### config.mk
export PLATFORM = sky130hd
export DESIGN_NAME = sar_sequencer
export DESIGN_NICKNAME = d
export VERILOG_FILES = /design/src/rtl/sar_pkg.sv /design/src/rtl/sar_trig_frontend.sv /design/src/rtl/sar_bit_engine.sv /design/src/rtl/sar_out_port.sv /design/src/rtl/sar_sequencer.sv
export SDC_FILE = /design/constraint.sdc
export NUM_CORES = 1
export LEC_CHECK = 0
export BUFFER_PORTS_ARGS = -buffer_cell sky130_fd_sc_hd__buf_2
export CAP_MARGIN = 40
export CORE_MARGIN = 3
export CORE_UTILIZATION = 45
export CTS_CLUSTER_SIZE = 24
export DETAILED_ROUTE_END_ITERATION = 6
export GPL_ROUTABILITY_DRIVEN = 0
export MAX_ROUTING_LAYER = met4
export PLACE_DENSITY = 0.67
export SYNTH_ARGS = -nofsm -noshare
export SYNTH_HDL_FRONTEND = slang
export SYNTH_SLANG_ARGS = --single-unit
### constraint.sdc
create_clock -name clk -period 2.1 [get_ports clk]
set_input_delay 0.21 -clock clk [delete_from_list [all_inputs] [get_ports clk]]
set_output_delay 0.21 -clock clk [all_outputs]
set_load 0.02 [all_outputs]
### src/rtl/sar_pkg.sv
// Shared types for the successive-approximation sequencer.
package sar_pkg;
    // Output coding choices, decoded from the 2-bit select input.
    typedef enum logic [1:0] {
        CODE_BIN  = 2'b00,
        CODE_OFS  = 2'b01,
        CODE_TWOS = 2'b10,
        CODE_RSV  = 2'b11
    } code_e;
endpackage

### src/rtl/sar_trig_frontend.sv
// Trigger front end: synchronises the asynchronous trigger with two flops,
// detects its falling edge and measures how long it was high.
// Assumes trig_in is asynchronous to clk; pulse widths are in clk cycles.
module sar_trig_frontend #(
    parameter int MIN_HIGH_CLKS = 8
) (
    input  logic clk,
    input  logic rst_n,
    input  logic trig_in,
    output logic fall_evt,
    output logic short_evt
);
    localparam int CNT_W = $clog2(MIN_HIGH_CLKS + 1);
    localparam logic [CNT_W-1:0] CNT_MAX = CNT_W'(MIN_HIGH_CLKS);

    logic sync1, sync2, sync3;
    logic [CNT_W-1:0] high_cnt;

    // Two-flop synchroniser plus one delay flop for edge detection.
    always_ff @(posedge clk) begin
        if (!rst_n) begin
            sync1 <= 1'b0;
            sync2 <= 1'b0;
            sync3 <= 1'b0;
        end else begin
            sync1 <= trig_in;
            sync2 <= sync1;
            sync3 <= sync2;
        end
    end

    // Saturating count of cycles the synchronised trigger has been high.
    always_ff @(posedge clk) begin
        if (!rst_n)
            high_cnt <= '0;
        else if (sync2) begin
            if (high_cnt != CNT_MAX)
                high_cnt <= high_cnt + 1'b1;
        end else
            high_cnt <= '0;
    end

    // Falling edge and short-pulse qualification.
    always_comb begin
        fall_evt  = sync3 && !sync2;
        short_evt = fall_evt && (high_cnt < CNT_MAX);
    end
endmodule

### src/rtl/sar_bit_engine.sv
// Bit engine: holds the active-low trial register and walks one bit per
// clock from MSB to LSB. A 0 in the register means the bit is switched on.
// Assumes cmp_in reflects dac_code within the same cycle.
module sar_bit_engine #(
    parameter int RES_W = 14
) (
    input  logic             clk,
    input  logic             rst_n,
    input  logic             start,
    input  logic             cmp_in,
    output logic             busy,
    output logic             done,
    output logic             complete,
    output logic [RES_W-1:0] dac_code,
    output logic [RES_W-1:0] final_code
);
    localparam int IDX_W = (RES_W > 1) ? $clog2(RES_W) : 1;
    localparam logic [RES_W-1:0] PRESET_N = {1'b0, {(RES_W-1){1'b1}}};

    logic [RES_W-1:0] trial_n;
    logic [IDX_W-1:0] idx;
    logic [IDX_W-1:0] idx_m1;

    // Next index and the last-step condition.
    always_comb begin
        idx_m1   = idx - 1'b1;
        complete = busy && (idx == '0);
    end

    // Sequencer: preset on start, then keep/clear and advance each clock.
    always_ff @(posedge clk) begin
        if (!rst_n) begin
            trial_n <= '1;
            idx     <= '0;
            busy    <= 1'b0;
            done    <= 1'b0;
        end else begin
            done <= 1'b0;
            if (!busy) begin
                if (start) begin
                    busy    <= 1'b1;
                    idx     <= IDX_W'(RES_W - 1);
                    trial_n <= PRESET_N;
                end
            end else begin
                if (cmp_in)
                    trial_n[idx] <= 1'b1;
                if (idx == '0) begin
                    busy <= 1'b0;
                    done <= 1'b1;
                end else begin
                    trial_n[idx_m1] <= 1'b0;
                    idx             <= idx_m1;
                end
            end
        end
    end

    // DAC code is the positive view; final code folds in the last decision.
    always_comb begin
        dac_code   = ~trial_n;
        final_code = {~trial_n[RES_W-1:1], ~cmp_in};
    end
endmodule

### src/rtl/sar_out_port.sv
// Output port: latches the coding select at start, loads the formatted
// result at completion and presents it through two byte enables.
// Assumes RES_W fits in the 16-bit bus.
module sar_out_port
    import sar_pkg::*;
#(
    parameter int RES_W = 14,
    parameter int BUS_W = 16
) (
    input  logic             clk,
    input  logic             rst_n,
    input  logic             start,
    input  logic [1:0]       code_sel,
    input  logic             complete,
    input  logic [RES_W-1:0] final_code,
    input  logic             hi_en,
    input  logic             lo_en,
    output logic [BUS_W-1:0] data_bus,
    output logic [1:0]       byte_valid
);
    localparam int NBYTES = BUS_W / 8;
    localparam logic [RES_W-1:0] MSB_MASK = {1'b1, {(RES_W-1){1'b0}}};

    code_e            code_q;
    logic [RES_W-1:0] result_q;
    logic [BUS_W-1:0] word;
    logic [NBYTES-1:0] byte_en;

    // Capture coding at start; load formatted result at completion.
    always_ff @(posedge clk) begin
        if (!rst_n) begin
            code_q   <= CODE_BIN;
            result_q <= '0;
        end else begin
            if (start)
                code_q <= code_e'(code_sel);
            if (complete)
                result_q <= (code_q == CODE_TWOS) ? (final_code ^ MSB_MASK) : final_code;
        end
    end

    // Zero-extend the result and collect the byte enables, high byte first.
    always_comb begin
        word    = BUS_W'(result_q);
        byte_en = {hi_en, lo_en};
    end

    // One masked lane per byte.
    for (genvar b = 0; b < NBYTES; b++) begin : g_lane
        assign data_bus[b*8 +: 8] = byte_en[b] ? word[b*8 +: 8] : 8'h00;
    end

    assign byte_valid = byte_en;
endmodule

### src/rtl/sar_sequencer.sv
// Top of the successive-approximation sequencer. Connects the trigger
// front end, bit engine and output port; owns the hold and short flags.
// Assumes RES_W is 14 or 15 and the analog parts sit outside.
module sar_sequencer #(
    parameter int RES_W         = 14,
    parameter int MIN_HIGH_CLKS = 8
) (
    input  logic             clk,
    input  logic             rst_n,
    input  logic             trig_in,
    input  logic             cmp_in,
    input  logic [1:0]       code_sel,
    input  logic             hi_en,
    input  logic             lo_en,
    output logic [RES_W-1:0] dac_code,
    output logic             sh_hold,
    output logic             busy,
    output logic             done,
    output logic             short_trig,
    output logic [15:0]      data_bus,
    output logic [1:0]       byte_valid
);
    logic             fall_evt, short_evt, accept, complete;
    logic [RES_W-1:0] final_code;

    sar_trig_frontend #(.MIN_HIGH_CLKS(MIN_HIGH_CLKS)) u_front (
        .clk(clk), .rst_n(rst_n), .trig_in(trig_in),
        .fall_evt(fall_evt), .short_evt(short_evt)
    );

    // A trigger edge counts only while idle.
    assign accept = fall_evt && !busy;

    sar_bit_engine #(.RES_W(RES_W)) u_engine (
        .clk(clk), .rst_n(rst_n), .start(accept), .cmp_in(cmp_in),
        .busy(busy), .done(done), .complete(complete),
        .dac_code(dac_code), .final_code(final_code)
    );

    sar_out_port #(.RES_W(RES_W), .BUS_W(16)) u_port (
        .clk(clk), .rst_n(rst_n), .start(accept), .code_sel(code_sel),
        .complete(complete), .final_code(final_code),
        .hi_en(hi_en), .lo_en(lo_en),
        .data_bus(data_bus), .byte_valid(byte_valid)
    );

    // Hold from accepted start until the last decision; short flag per start.
    always_ff @(posedge clk) begin
        if (!rst_n) begin
            sh_hold    <= 1'b0;
            short_trig <= 1'b0;
        end else begin
            if (accept) begin
                sh_hold    <= 1'b1;
                short_trig <= short_evt;
            end else if (complete)
                sh_hold <= 1'b0;
        end
    end
endmodule

After elaboration in Yosys (flattened, before gate mapping)
Index checks and enable logic that the tools add are counted.
{"block": "classes", "reduce_logical": 14, "order_cmp": 5, "n_addsub": 2, "n_eq_ne": 3, "bitwise_logic": 7, "n_mux": 22}
{"op": "$mux W14", "count": 7}
{"op": "$not A14 Y14", "count": 2}
{"op": "$and A14 B14 Y14", "count": 1}
{"op": "$or A14 B14 Y14", "count": 1}
{"op": "$not A13 Y13", "count": 1}
{"op": "$mux W4", "count": 3}
{"op": "$lt A4 B5 Y1 const B", "count": 2}
{"op": "$demux W1 S4", "count": 2}
{"op": "$ge A4 B1 Y1 const B", "count": 2}
{"op": "$mux W1", "count": 8}
{"op": "$mux W8", "count": 1}
{"op": "$logic_and A1 B1 Y1", "count": 6}
{"op": "$mux W6", "count": 1}
{"op": "$reduce_and A2 Y1", "count": 3}
{"op": "$add A4 B1 Y4 const B", "count": 1}
{"op": "$logic_not A4 Y1", "count": 1}
{"op": "$lt A4 B4 Y1 const B", "count": 1}
{"op": "$ne A4 B4 Y1 const B", "count": 1}
{"op": "$reduce_bool A2 Y1", "count": 2}
{"op": "$sub A4 B1 Y4 const B", "count": 1}
{"op": "$eq A2 B2 Y1 const B", "count": 1}
{"op": "$logic_not A1 Y1", "count": 2}
{"op": "$ne A2 B2 Y1 const B", "count": 1}
{"op": "$not A1 Y1", "count": 2}
{"block": "totals", "elab_cells": 65, "output_inout_bits": 36, "regBits": 45, "input_bits": 8}

Longest topological paths before layout
{"block": "logic_depth", "ltp_word": 11, "depth_mapped": 8, "ltp_nobuf": 6}

Cells and area by module
From an unflattened synthesis, not the netlist that was laid out.
{"block": "unflattened", "hier_cells": 267, "hier_area_um2": 2493.6}
{"module": "sar_bit_engine", "area_each_um2": 1346.3, "cells_each": 157, "seq_area_each_um2": 400.4, "n_inst": 1}
{"module": "sar_out_port", "area_each_um2": 768.2, "cells_each": 73, "seq_area_each_um2": 320.3, "n_inst": 1}
{"module": "sar_trig_frontend", "area_each_um2": 294.0, "cells_each": 29, "seq_area_each_um2": 140.1, "n_inst": 1}
{"module": "sar_sequencer", "area_each_um2": 85.1, "cells_each": 8, "seq_area_each_um2": 40.0, "n_inst": 1}

Worst setup path after synthesis
OpenSTA, ideal clock, no wires.
{"block": "synth_timing", "kind": "register to register", "from": "reg u_engine.idx[0]", "to": "reg u_engine.trial_n[1]", "period_less_slack_ns": 1.818, "path_slack_ns": 0.282, "arrival_ns": 1.691, "required_time_ns": 1.973, "stages_incl_launch_ff": 8, "path_buffers": 1, "setup_time_ns": 0.127, "path_cell_list": "dfxtp_1 > inv_1 > ha_1 > buf_2 > or2_4 > o311ai_2 > a21oi_1 > or3_1"}
{"block": "synth_between", "elab_chain_len": 11, "word_cells_on_any_way": 20, "classes_between": "add/sub (1); order compare (4); mux (9); bitwise (3); reduce/logical (3)"}
{"element": "start: declaration", "line_no": "sar_bit_engine.sv:21", "source": "logic [IDX_W-1:0] idx;"}
{"element": "start signal: assignment", "line_no": "sar_bit_engine.sv:42", "source": "idx <= IDX_W'(RES_W - 1);"}
{"element": "start signal: assignment", "line_no": "sar_bit_engine.sv:53", "source": "idx <= idx_m1;"}
{"element": "parallel branches: the longest is 9 deep, another holds $lt A4 B5 Y1"}
{"element": "$mux W14 *", "line_no": "sar_bit_engine.sv:48", "source": "if (idx == '0) begin"}
{"element": "$mux W14 *", "line_no": "sar_bit_engine.sv:39", "source": "if (!busy) begin"}
{"element": "end signal: assignment", "line_no": "sar_bit_engine.sv:33", "source": "trial_n <= '1;"}
{"element": "end signal: assignment", "line_no": "sar_bit_engine.sv:43", "source": "trial_n <= PRESET_N;"}
{"element": "end signal: indexed assignment", "line_no": "sar_bit_engine.sv:47", "source": "trial_n[idx] <= 1'b1;"}
{"element": "end: declaration", "line_no": "sar_bit_engine.sv:20", "source": "logic [RES_W-1:0] trial_n;"}
Mark *: on every way between the ends. The select of a mux whose other input is x is not followed.
A chain may end at the register's enable or synchronous reset.

Final worst setup path
{"block": "layout_timing", "from": "reg u_engine.idx[0]", "to": "reg u_engine.trial_n[2]"}
Same word-level chain as after synthesis.

==> flow_metrics.tcl <==
set metrics [dict create \
    status "finished clean" \
    grt_util_all_layers 0.177 \
    synth_largest_type_area_fraction 0.396 \
    via_count_of_the_first_global_routing_pass 1794 \
    ys_ff_latch 45 \
    fraction_of_final_layout_cells_with_drive_strength_greater_than_1 0.208 \
    io_pins 44 \
    cell_internal_pwr_mw 1.17 \
    required_ns 2.28 \
    crit_path_end_kind "flip-flop" \
    number_of_buffers_inserted_by_port_buffering 41 \
    worstMarginPinSlew_ns 0.580 \
    post_cts_repair_resize_count 0 \
    reg2reg_setup_slack_ns 0.26 \
    worst_setup_path_startpoint "u_engine.idx[0]" \
    ctsRootBufferMaster "sky130_fd_sc_hd__clkbuf_8" \
    post-cts-setup-buffers 0 \
    worstHoldPathType "input pin to flip-flop" \
    htree_num_levels 2 \
    share_comb_of_total_power 0.072 \
    hold_viol_final 0 \
    number_of_antenna_diodes 0 \
    finalNetCount 321 \
    syn_inst 285 \
    timing.max_slew.rel_slack 0.612 \
    chipHeight_um 77.1 \
    finalCritPeriodShare 0.874 \
    power_frac_clock 0.360 \
    path_max_fanout 9 \
    max_clock_freq_ghz 0.545 \
    layout_min_cycle_time_ns 1.84 \
    vias_per_cell 5.15 \
    cts_made_buffers 5 \
    endpoint "u_engine.trial_n[2]" \
    syn-cell-area_mm2 0.00227 \
    tritoncts_num_sinks 45 \
    synth_seq_area_share 0.396 \
    finClkSkew_ns 0.00496 \
    worst-endpoint-arrival_ns 2.02 \
    max_cap_viol_count 0 \
    ctsLongestPathBuffers 2 \
    yosys.cell_count.top_type "sky130_fd_sc_hd__dfxtp_1" \
    holdWs_ns 0.114 \
    r2r-end "u_engine.trial_n[2]" \
    ys.warnings.count 0 \
    worst_setup_hold_path_clk_slew_ns 0.08 \
    grt_remaining_overflow 0 \
    die_w_um 77.1 \
    layout-area-overhead-vs-synth_pct 10.1 \
    timing_max_transition_violations_final 0 \
    synthDominantAreaCellType "sky130_fd_sc_hd__dfxtp_1" \
    detailedRoute.firstPassIterationCount 4 \
    drc_errors 0 \
    setup_repair_after_global_routing_missed_its_margin "no" \
    synth_top_flop_cell "sky130_fd_sc_hd__dfxtp_1" \
    initial_utilization 0.472 \
    via_count 1931 \
    tritoncts "built" \
    antenna_violating_nets_post_route 0 \
    start_kind "flip-flop" \
    die_area_mm2 0.00594 \
    antenna_found_initial 0 \
    switching_power_mw 0.374 \
    power_density_mw_per_mm2 616 \
    ys_top_cells_by_count "45 x sky130_fd_sc_hd__dfxtp_1, 32 x sky130_fd_sc_hd__nand2_1, 22 x sky130_fd_sc_hd__inv_1, 22 x sky130_fd_sc_hd__o21ai_0, 21 x sky130_fd_sc_hd__a21oi_1" \
    netlist-cell-type-count 47 \
    core_region_area_mm2 0.00482 \
    grt_start_max_net_pins 18 \
    timing.final.setup_violations 0 \
    swShare 0.243 \
    power_frac_seq 0.568 \
    setup_tns_ns 0 \
    ir_worst_vdd_v 0.000406 \
    finalWirelength_um 4800 \
    worst_skew_pair.late_latency_ns 0.30 \
    synth.avg_cell_area_um2 7.97 \
    synth-edff-count 0 \
    async_reset_ff_frac 0 \
    detail_route.iter0.violations 60 \
    grt_pass1_wl_um 8290 \
    reg2regPathDepth 6 \
    most_area_consuming_cells_after_synthesis "sky130_fd_sc_hd__dfxtp_1 40%, sky130_fd_sc_hd__buf_4 5.6%, sky130_fd_sc_hd__nand2_1 5.3%" \
    hold_bufs_inserted_after_cts 0 \
    core.rowCount 25 \
    timing_worst_setup_path_type "flip-flop to flip-flop" \
    cellLeakagePower_nw 1.16 \
    hpwl_um 3570 \
    critical_path.reg2reg.startpoint "u_engine.idx[0]" \
    avgRoutedWirePerCell_um 12.8 \
]
## per-stage QoR
stage	worst slack (ns)	instances	power, mW	area (um^2)	utilization
5_1_grt	0.0695	375	1.61	2500	0.519
4_1_cts	0.265	375	1.56	2500	0.519
3_3_place_gp	0.326	367	1.01	2400	0.499
2_1_floorplan	0.282	286	0.980	2280	-
6_report	0.264	375	1.54	2500	0.519
3_5_place_dp	0.281	367	1.01	2400	0.499
## power groups by stage
stage	clock network, mW	registers [mW]	logic [mW]
5_1_grt	0.608	0.879	0.125
3_5_place_dp	0	0.896	0.111
3_3_place_gp	0	0.896	0.110
4_1_cts	0.570	0.876	0.112
6_report	0.554	0.876	0.111
2_1_floorplan	0	0.892	0.0883
## final cells by class
class,count,area [um^2]
Fill cell,509,2320
Clock buffer,6,82.6
Sequential cell,45,901
Multi-Input combinational cell,186,1090
Timing Repair Buffer,47,250
Inverter,22,82.6
Tap cell,67,83.8
Clock inverter,2,13.8
## critical path, cell delays in order (launching register included)
cell                       delay, ns
sky130_fd_sc_hd__dfxtp_1        0.48
sky130_fd_sc_hd__inv_1          0.11
sky130_fd_sc_hd__ha_1           0.22
sky130_fd_sc_hd__or2_4          0.25
sky130_fd_sc_hd__o311ai_2       0.25
sky130_fd_sc_hd__a21oi_1        0.10
sky130_fd_sc_hd__or3_1          0.31
## cells in the final DEF, fill, tap and decap left out, types with 2 or more instances in the layout
| cell | n |
|---|---|
| sky130_fd_sc_hd__or2_2 | 2 |
| sky130_fd_sc_hd__a31oi_1 | 7 |
| sky130_fd_sc_hd__a211oi_1 | 3 |
| sky130_fd_sc_hd__inv_1 | 22 |
| sky130_fd_sc_hd__ha_1 | 6 |
| sky130_fd_sc_hd__or3_1 | 2 |
| sky130_fd_sc_hd__buf_2 | 41 |
| sky130_fd_sc_hd__nand3b_1 | 3 |
| sky130_fd_sc_hd__xnor2_1 | 2 |
| sky130_fd_sc_hd__nand2_1 | 32 |
| sky130_fd_sc_hd__a31o_2 | 2 |
| sky130_fd_sc_hd__and2_1 | 17 |
| sky130_fd_sc_hd__nor2_1 | 16 |
| sky130_fd_sc_hd__o21a_1 | 4 |
| sky130_fd_sc_hd__nor3b_1 | 3 |
| sky130_fd_sc_hd__clkbuf_8 | 6 |
| sky130_fd_sc_hd__nor2b_1 | 3 |
| sky130_fd_sc_hd__and3_1 | 3 |
| sky130_fd_sc_hd__a21oi_1 | 21 |
| sky130_fd_sc_hd__nor3_1 | 6 |
| sky130_fd_sc_hd__o21ai_0 | 22 |
| sky130_fd_sc_hd__conb_1 | 2 |
| sky130_fd_sc_hd__buf_4 | 6 |
| sky130_fd_sc_hd__nand3_1 | 5 |
| sky130_fd_sc_hd__nand4_1 | 2 |
| sky130_fd_sc_hd__nand2b_1 | 6 |
| sky130_fd_sc_hd__dfxtp_1 | 45 |
## state kept, by name, indices dropped and copies added (netlist names)
| register | count |
|---|---|
| u_engine.trial_n | 14 |
| u_front.high_cnt | 4 |
| u_port.code_q | 2 |
| short_trig | 1 |
| u_engine.done | 1 |
| u_front.sync3 | 1 |
| u_engine.idx | 4 |
| u_port.result_q | 14 |
| u_front.sync1 | 1 |
| u_engine.busy | 1 |
| u_front.sync2 | 1 |
| sh_hold | 1 |
## worst min path at each step
stage                        startpoint            end  slack [ns]  cells after the start
after floorplan                 trig_in  u_front.sync1        0.34                      1
after global placement          trig_in  u_front.sync1        0.42                      2
after CTS                       trig_in  u_front.sync1        0.11                      2
after detailed placement  u_front.sync1  u_front.sync2        0.42                      1
after global routing            trig_in  u_front.sync1        0.12                      2
final                           trig_in  u_front.sync1        0.11                      2
## metal layers
metal / track usage / part of all wire
met3: 0.0387 / 0.050
met4: 0.0694 / 0.019
met5: - / 0
met2: 0.287 / 0.46
met1: 0.215 / 0.47
## kinds of logic (layout without fill, tap and decap cells)
group                    Yosys count  in the layout  share of synthesized area
AO/OA/AOI/OAI                     69             69                      0.187
XOR/XNOR                           3              3                     0.0116
adder cells (fa/ha/maj)            6              6                     0.0330
buffers and inverters             55             77                      0.127
flip-flops                        45             45                      0.396
multiplexers                       2              2                    0.00936
other                              1              2                    0.00165
AND/OR/NAND/NOR                  104            104                      0.234
No activity file was read; power rests on OpenSTA's default activity.
